**src/rtl/pla_pkg.sv**
```systemverilog
package pla_pkg;

    typedef enum logic [1:0] {
        GATE_AND  = 2'b00,
        GATE_NAND = 2'b01,
        GATE_OR   = 2'b10,
        GATE_NOR  = 2'b11
    } gate_fn_e;

    typedef enum logic [1:0] {
        CODE_SKIP = 2'b00,
        CODE_INV  = 2'b01,
        CODE_TRUE = 2'b10,
        CODE_KILL = 2'b11
    } cell_code_e;

    function automatic logic fn_is_sum(input gate_fn_e f);
        return (f == GATE_OR) || (f == GATE_NOR);
    endfunction

    function automatic logic fn_inverts(input gate_fn_e f);
        return (f == GATE_NAND) || (f == GATE_NOR);
    endfunction

endpackage

```
**src/rtl/pla_row_gate.sv**
```systemverilog
module pla_row_gate
    import pla_pkg::*;
#(
    parameter int N_LIT = 8
) (
    input  logic [N_LIT-1:0]   lit,
    input  logic [2*N_LIT-1:0] sel,
    input  logic               plane_fmt,
    input  gate_fn_e           fn,
    output logic               y
);

    logic prod_acc;
    logic sum_acc;
    logic kill;
    logic core;

    always_comb begin
        prod_acc = 1'b1;
        sum_acc  = 1'b0;
        kill     = 1'b0;
        for (int i = 0; i < N_LIT; i++) begin
            if (plane_fmt && (sel[2*i +: 2] == CODE_KILL)) begin
                kill = 1'b1;
            end else begin
                if (sel[2*i+1]) begin
                    prod_acc = prod_acc & lit[i];
                    sum_acc  = sum_acc | lit[i];
                end
                if (sel[2*i]) begin
                    prod_acc = prod_acc & ~lit[i];
                    sum_acc  = sum_acc | ~lit[i];
                end
            end
        end
        core = fn_is_sum(fn) ? sum_acc : prod_acc;
        if (kill) begin
            core = 1'b0;
        end
        y = core ^ fn_inverts(fn);
    end

endmodule

```
**src/rtl/pla_plane.sv**
```systemverilog
module pla_plane
    import pla_pkg::*;
#(
    parameter int N_LIT  = 8,
    parameter int N_ROWS = 4,
    parameter int IDX_W  = 2
) (
    input  logic                            clk,
    input  logic                            rst_n,
    input  logic                            wr_en,
    input  logic [IDX_W-1:0]                wr_row,
    input  logic [2*N_LIT-1:0]              wr_data,
    input  logic                            plane_fmt,
    input  gate_fn_e                        fn,
    input  logic [N_LIT-1:0]                lit,
    output logic [N_ROWS-1:0][2*N_LIT-1:0]  rows,
    output logic [N_ROWS-1:0]               terms
);

    localparam int ROW_W = 2 * N_LIT;

    typedef struct packed {
        logic [N_ROWS-1:0][ROW_W-1:0] row;
    } store_t;

    store_t store_d;
    store_t store_q;

    always_comb begin
        store_d = store_q;
        for (int r = 0; r < N_ROWS; r++) begin
            if (wr_en && (wr_row == IDX_W'(r))) begin
                store_d.row[r] = wr_data;
            end
        end
    end

    always_ff @(posedge clk or negedge rst_n) begin
        if (!rst_n) begin
            store_q <= '0;
        end else begin
            store_q <= store_d;
        end
    end

    assign rows = store_q.row;

    for (genvar g = 0; g < N_ROWS; g++) begin : g_row
        pla_row_gate #(
            .N_LIT (N_LIT)
        ) u_row (
            .lit       (lit),
            .sel       (store_q.row[g]),
            .plane_fmt (plane_fmt),
            .fn        (fn),
            .y         (terms[g])
        );
    end

endmodule

```
**src/rtl/sop_logic_array.sv**
```systemverilog
module sop_logic_array
    import pla_pkg::*;
#(
    parameter  int N_IN    = 8,
    parameter  int N_TERM  = 4,
    parameter  int N_OUT   = 3,
    localparam int ROW_MAX = (N_TERM > N_OUT) ? N_TERM : N_OUT,
    localparam int IDX_W   = (ROW_MAX > 1) ? $clog2(ROW_MAX) : 1,
    localparam int LIT_MAX = (N_IN > N_TERM) ? N_IN : N_TERM
) (
    input  logic                   clk,
    input  logic                   rst_n,
    input  logic                   sync_mode,
    input  logic                   plane_fmt,
    input  logic [1:0]             and_fn,
    input  logic [1:0]             or_fn,
    input  logic                   wr_en,
    input  logic                   wr_plane,
    input  logic [IDX_W-1:0]       wr_row,
    input  logic [2*LIT_MAX-1:0]   wr_data,
    input  logic [N_IN-1:0]        din,
    output logic [N_OUT-1:0]       dout
);

    typedef struct packed {
        logic [N_OUT-1:0] held;
    } out_t;

    gate_fn_e                          and_gate;
    gate_fn_e                          or_gate;
    logic [N_TERM-1:0]                 prod;
    logic [N_OUT-1:0]                  sop_out;
    logic [N_OUT-1:0]                  held_out;
    logic [N_TERM-1:0][2*N_IN-1:0]     and_rows;
    logic [N_OUT-1:0][2*N_TERM-1:0]    or_rows;
    out_t                              out_d;
    out_t                              out_q;

    assign and_gate = gate_fn_e'(and_fn);
    assign or_gate  = gate_fn_e'(or_fn);

    pla_plane #(
        .N_LIT  (N_IN),
        .N_ROWS (N_TERM),
        .IDX_W  (IDX_W)
    ) u_and_plane (
        .clk       (clk),
        .rst_n     (rst_n),
        .wr_en     (wr_en & ~wr_plane),
        .wr_row    (wr_row),
        .wr_data   (wr_data[2*N_IN-1:0]),
        .plane_fmt (plane_fmt),
        .fn        (and_gate),
        .lit       (din),
        .rows      (and_rows),
        .terms     (prod)
    );

    pla_plane #(
        .N_LIT  (N_TERM),
        .N_ROWS (N_OUT),
        .IDX_W  (IDX_W)
    ) u_or_plane (
        .clk       (clk),
        .rst_n     (rst_n),
        .wr_en     (wr_en & wr_plane),
        .wr_row    (wr_row),
        .wr_data   (wr_data[2*N_TERM-1:0]),
        .plane_fmt (plane_fmt),
        .fn        (or_gate),
        .lit       (prod),
        .rows      (or_rows),
        .terms     (sop_out)
    );

    always_comb begin
        out_d      = out_q;
        out_d.held = sop_out;
    end

    always_ff @(posedge clk or negedge rst_n) begin
        if (!rst_n) begin
            out_q <= '0;
        end else begin
            out_q <= out_d;
        end
    end

    assign held_out = out_q.held;
    assign dout     = sync_mode ? held_out : sop_out;

endmodule

```
**config.mk**
```make
export PLATFORM = sky130hd
export DESIGN_NAME = sop_logic_array
export DESIGN_NICKNAME = d
export VERILOG_FILES = /design/src/rtl/pla_pkg.sv /design/src/rtl/pla_row_gate.sv /design/src/rtl/pla_plane.sv /design/src/rtl/sop_logic_array.sv
export SDC_FILE = /design/constraint.sdc
export NUM_CORES = 1
export LEC_CHECK = 0
export ABC_AREA = 1
export BUFFER_PORTS_ARGS = -buffer_cell sky130_fd_sc_hd__buf_2
export CORE_MARGIN = 3
export CORE_UTILIZATION = 40
export CTS_CLUSTER_SIZE = 40
export DETAILED_ROUTE_END_ITERATION = 10
export PLACE_DENSITY_LB_ADDON = 0.3
export SYNTH_ARGS = -nofsm -noshare
export SYNTH_HDL_FRONTEND = slang
export SYNTH_HIERARCHICAL = 1
export SYNTH_SLANG_ARGS = --single-unit
```
**constraint.sdc**
```tcl
create_clock -name clk -period 2.25 [get_ports clk]
set_clock_uncertainty 0.2 [all_clocks]
set_input_delay 0.45 -clock clk [delete_from_list [all_inputs] [get_ports clk]]
set_output_delay 0.45 -clock clk [all_outputs]
set_load 0.02 [all_outputs]
```
==> metrics <==
Min Clock Period, post-route=3.25 ns; initial antenna violation count=0; Power Density=783 nW/um^2; count of endpoints failing hold in the final timing report=0; Relative slew margins=73.7%; synthesized cell area=6060 sq um; clock insertion delay at the later pin of the skew report=0.34 ns; Clock Tree Buf Depth=2; wire length after detailed routing=17700 um; HPWL after DPL=12500 um; flip-flop and latch count after synthesis=91; Wirelength per Cell=14.1 um; Synthesized Nets=1022; dominant synthesized flop cell=sky130_fd_sc_hd__dfrtp_1; Post-Syn Area per Cell=6.14 sq um; residual overflow from global routing=0; CP top delay family=simple AND/OR/NAND/NOR gates; worst setup path class=reg2out; gpl congestion=0.824; fin. max-slew vios=0; FFs w/ async S/R, synth=100%; transition at the pin with the smallest max-transition slack=0.393 ns; clock buffers created by TritonCTS=9; post-synth top area share=37.6%; cell at the root of the clock tree=sky130_fd_sc_hd__clkbuf_16; Critical Path Source Type=register; remaining antenna violation count after routing=0; IR drop worst, VDD=0.450 mV; synthesis warning total=6; Layout area overhead=22.1%; Post-synth EDFFs=0; library cell appearing most often on the critical path=sky130_fd_sc_hd__nand2_1; static leakage power=4.28 nW; total clock sinks=91; clock-pin slew on the worst setup and hold paths=0.07 ns; setup ws final=-1.00 ns; die footprint=16700 sq um; Cell Chain, Critical Path=buf_4, nand2_1, nand2_1, a21oi_2, nand2_1, a21oi_4, nand2_2, nand2_4, nand2_8, nand2_2, nand2_2, nor2_2, nand2_1, nor2_1, nor2_1, nand2_1, nand2_1, nand2_1, nand2_1, nand2_2, buf_6; final setup violation count=6; number of distinct standard cells referenced by the synthesized netlist=21; DRC violation total after the first TritonRoute iteration=428; WP buf/inv=2; # rows=44; diode count=0; failing checks=setup timing; result of the run=complete, but fails checks; All-Layer GR Usage=21.1%; residual DRC count=0; cell with the largest stage delay on the worst path=sky130_fd_sc_hd__dfrtp_1; ratio of final minimum period to clock period=145%; via count of the first global-routing pass=5549; Top Ports=39; post-route core utilization=50.3%; number of buffer cells added on primary ports=38; critical path fanouts, max=6; area of the core=14700 sq um; sequential cell area fraction in the yosys report=37.6%; net count reported at finish=1101; Place WS=-0.982 ns; pin count of the biggest net entering global routing=30; f_max=307 MHz; global-route wire length before repair=27900 um; Worst path max stage delay=0.40 ns; horizontal die dimension=129 um; CTS tree=done; number of vias in the routed layout=6379; effective utilization at floorplan=41.2%; Die H=129 um; RSZ-0062 raised after global routing=true; H-Tree Depth=3; layout cells sized above 1=17.5%; library cell with the largest summed area after synthesis=sky130_fd_sc_hd__dfrtp_1; endpoint arrival time on the critical path=2.60 ns; via count normalized by instance count=5.09; internal reg-to-reg setup slack=-0.07 ns; cell types with the largest area share after synthesis=sky130_fd_sc_hd__dfrtp_1 (38%), sky130_fd_sc_hd__nand2_1 (35%), sky130_fd_sc_hd__nand4_1 (6.9%); 1st-pass router iterations=5; required time of the worst setup path=1.60 ns; class of the tightest hold or removal check=in2reg; Max Cap Viol=0; crit end category=output pin; synthesized netlist cell count=986
[power breakdown]
group / total [mW] / internal [mW] / switching, mW / leakage, nW
Clock: 1.61 / 0.966 / 0.641 / 0.156
Sequential: 2.28 / 1.95 / 0.332 / 1.14
Combinational: 1.90 / 0.744 / 1.16 / 2.98
Total: 5.79 / 3.66 / 2.13 / 4.28
[worst paths after layout]
path,from,endpoint,depth (start not counted)
max in group asynchronous,rst_n,u_and_plane/rows[39],3
setup / recovery,u_and_plane/rows[44],dout[1],21
setup reg to reg,u_and_plane/rows[44],held_out[1],17
min in group asynchronous,rst_n,u_or_plane/rows[19],2
hold reg to reg,u_and_plane/rows[44],u_and_plane/rows[44],2
hold / removal,wr_data[15],u_and_plane/rows[15],3
[worst reg2reg max path: stages (launching register included)]
cell	delay [ns]
sky130_fd_sc_hd__dfrtp_1	0.40
sky130_fd_sc_hd__buf_4	0.14
sky130_fd_sc_hd__nand2_1	0.05
sky130_fd_sc_hd__nand2_1	0.08
sky130_fd_sc_hd__a21oi_2	0.13
sky130_fd_sc_hd__nand2_1	0.09
sky130_fd_sc_hd__a21oi_4	0.16
sky130_fd_sc_hd__nand2_2	0.09
sky130_fd_sc_hd__nand2_4	0.12
sky130_fd_sc_hd__nand2_8	0.09
sky130_fd_sc_hd__nor2_2	0.14
sky130_fd_sc_hd__nor2_2	0.04
sky130_fd_sc_hd__nand2_1	0.07
sky130_fd_sc_hd__nor2_1	0.05
sky130_fd_sc_hd__nor2_1	0.16
sky130_fd_sc_hd__nand2_1	0.07
sky130_fd_sc_hd__nand2_1	0.05
sky130_fd_sc_hd__nand2_1	0.06
[cell families after synthesis]
family | share of synthesized area, %
buffers and inverters | 7.79
AND/OR/NAND/NOR | 52.8
flip-flops | 37.6
AO/OA/AOI/OAI | 1.82
[cells in the mapped netlist (2+ instances only)]
| cell type | instances |
|---|---|
| sky130_fd_sc_hd__o21ai_0 | 14 |
| sky130_fd_sc_hd__nand4_1 | 67 |
| sky130_fd_sc_hd__buf_2 | 11 |
| sky130_fd_sc_hd__clkbuf_1 | 7 |
| sky130_fd_sc_hd__nor2_1 | 48 |
| sky130_fd_sc_hd__nand2_2 | 5 |
| sky130_fd_sc_hd__inv_2 | 2 |
| sky130_fd_sc_hd__nand2_1 | 565 |
| sky130_fd_sc_hd__dfrtp_1 | 91 |
| sky130_fd_sc_hd__inv_1 | 79 |
| sky130_fd_sc_hd__clkinv_1 | 2 |
| sky130_fd_sc_hd__buf_4 | 2 |
| sky130_fd_sc_hd__nand3_4 | 2 |
| sky130_fd_sc_hd__nand3_2 | 2 |
| sky130_fd_sc_hd__nand3_1 | 71 |
| sky130_fd_sc_hd__buf_6 | 5 |
| sky130_fd_sc_hd__a21oi_1 | 8 |
| sky130_fd_sc_hd__buf_1 | 2 |
[routing by layer]
metal / GRT usage, % / vias up / wire length, um / part of all wire (%)
li1: - / 3286 / - / -
met1: 31.2 / 2887 / 8390 / 47
met2: 32.3 / 181 / 8010 / 45
met3: 2.23 / 25 / 1000 / 5.7
met4: 7.23 / 0 / 327 / 1.8
met5: 0 / - / 0 / 0
[metrics by stage]
stage	hold WS [ns]	cell area (sq um)	power, mW	cells	TNS [ns]
5_1_grt	0.187	7400	6.19	1254	-4.25
3_3_place_gp	0.165	6740	3.88	1219	-3.86
3_5_place_dp	0.164	6740	3.91	1219	-4.06
2_1_floorplan	-0.0456	6140	3.38	986	-0.543
4_1_cts	0.181	7130	5.58	1238	-2.84
6_report	0.195	7400	5.79	1254	-3.08
[sequential cells by signal, indices dropped and copies added, names as in the netlist]
register,cells
held_out,3
u_and_plane/rows,64
u_or_plane/rows,24
[repair_timing]
action / CTS / global route
hold endpoints to repair: 18 / 0
setup buffers: 1 / 14
endpoints found under the setup margin: 6 / 6
resized for setup: 14 / 47
cloned: 1 / 2
hold buffers: 1 / 0
pin swaps: 4 / 44
[placed cells by master (no fill, tap or decap), types with 2 or more instances in the layout]
master,synthesis,routed
sky130_fd_sc_hd__nor2_2,1,10
sky130_fd_sc_hd__a21oi_2,0,5
sky130_fd_sc_hd__buf_2,11,31
sky130_fd_sc_hd__nor2_1,48,37
sky130_fd_sc_hd__dfrtp_1,91,91
sky130_fd_sc_hd__clkbuf_16,0,9
sky130_fd_sc_hd__o21ai_0,14,6
sky130_fd_sc_hd__nand2_4,1,7
sky130_fd_sc_hd__a21oi_4,0,2
sky130_fd_sc_hd__nand3_1,71,60
sky130_fd_sc_hd__nand2_1,565,545
sky130_fd_sc_hd__buf_6,5,3
sky130_fd_sc_hd__nand4_1,67,67
sky130_fd_sc_hd__clkinv_2,0,4
sky130_fd_sc_hd__buf_12,0,4
sky130_fd_sc_hd__bufinv_16,0,2
sky130_fd_sc_hd__inv_2,2,12
sky130_fd_sc_hd__nand3_2,2,11
sky130_fd_sc_hd__nor2_4,0,2
sky130_fd_sc_hd__o21ai_1,0,5
sky130_fd_sc_hd__buf_4,2,52
sky130_fd_sc_hd__inv_1,79,67
sky130_fd_sc_hd__nand3_4,2,4
sky130_fd_sc_hd__o21ai_2,0,3
sky130_fd_sc_hd__clkinv_1,2,2
sky130_fd_sc_hd__nand2_2,5,21
[final cells by class]
cell class / instances / area, sq um
Fill cell: 1469 / 7300
Multi-Input combinational cell: 788 / 3580
Sequential cell: 91 / 2280
Timing Repair Buffer: 92 / 677
Inverter: 83 / 322
Tap cell: 184 / 230
Clock buffer: 10 / 229
Clock inverter: 6 / 80.1
(Power assumes the default switching activity.)
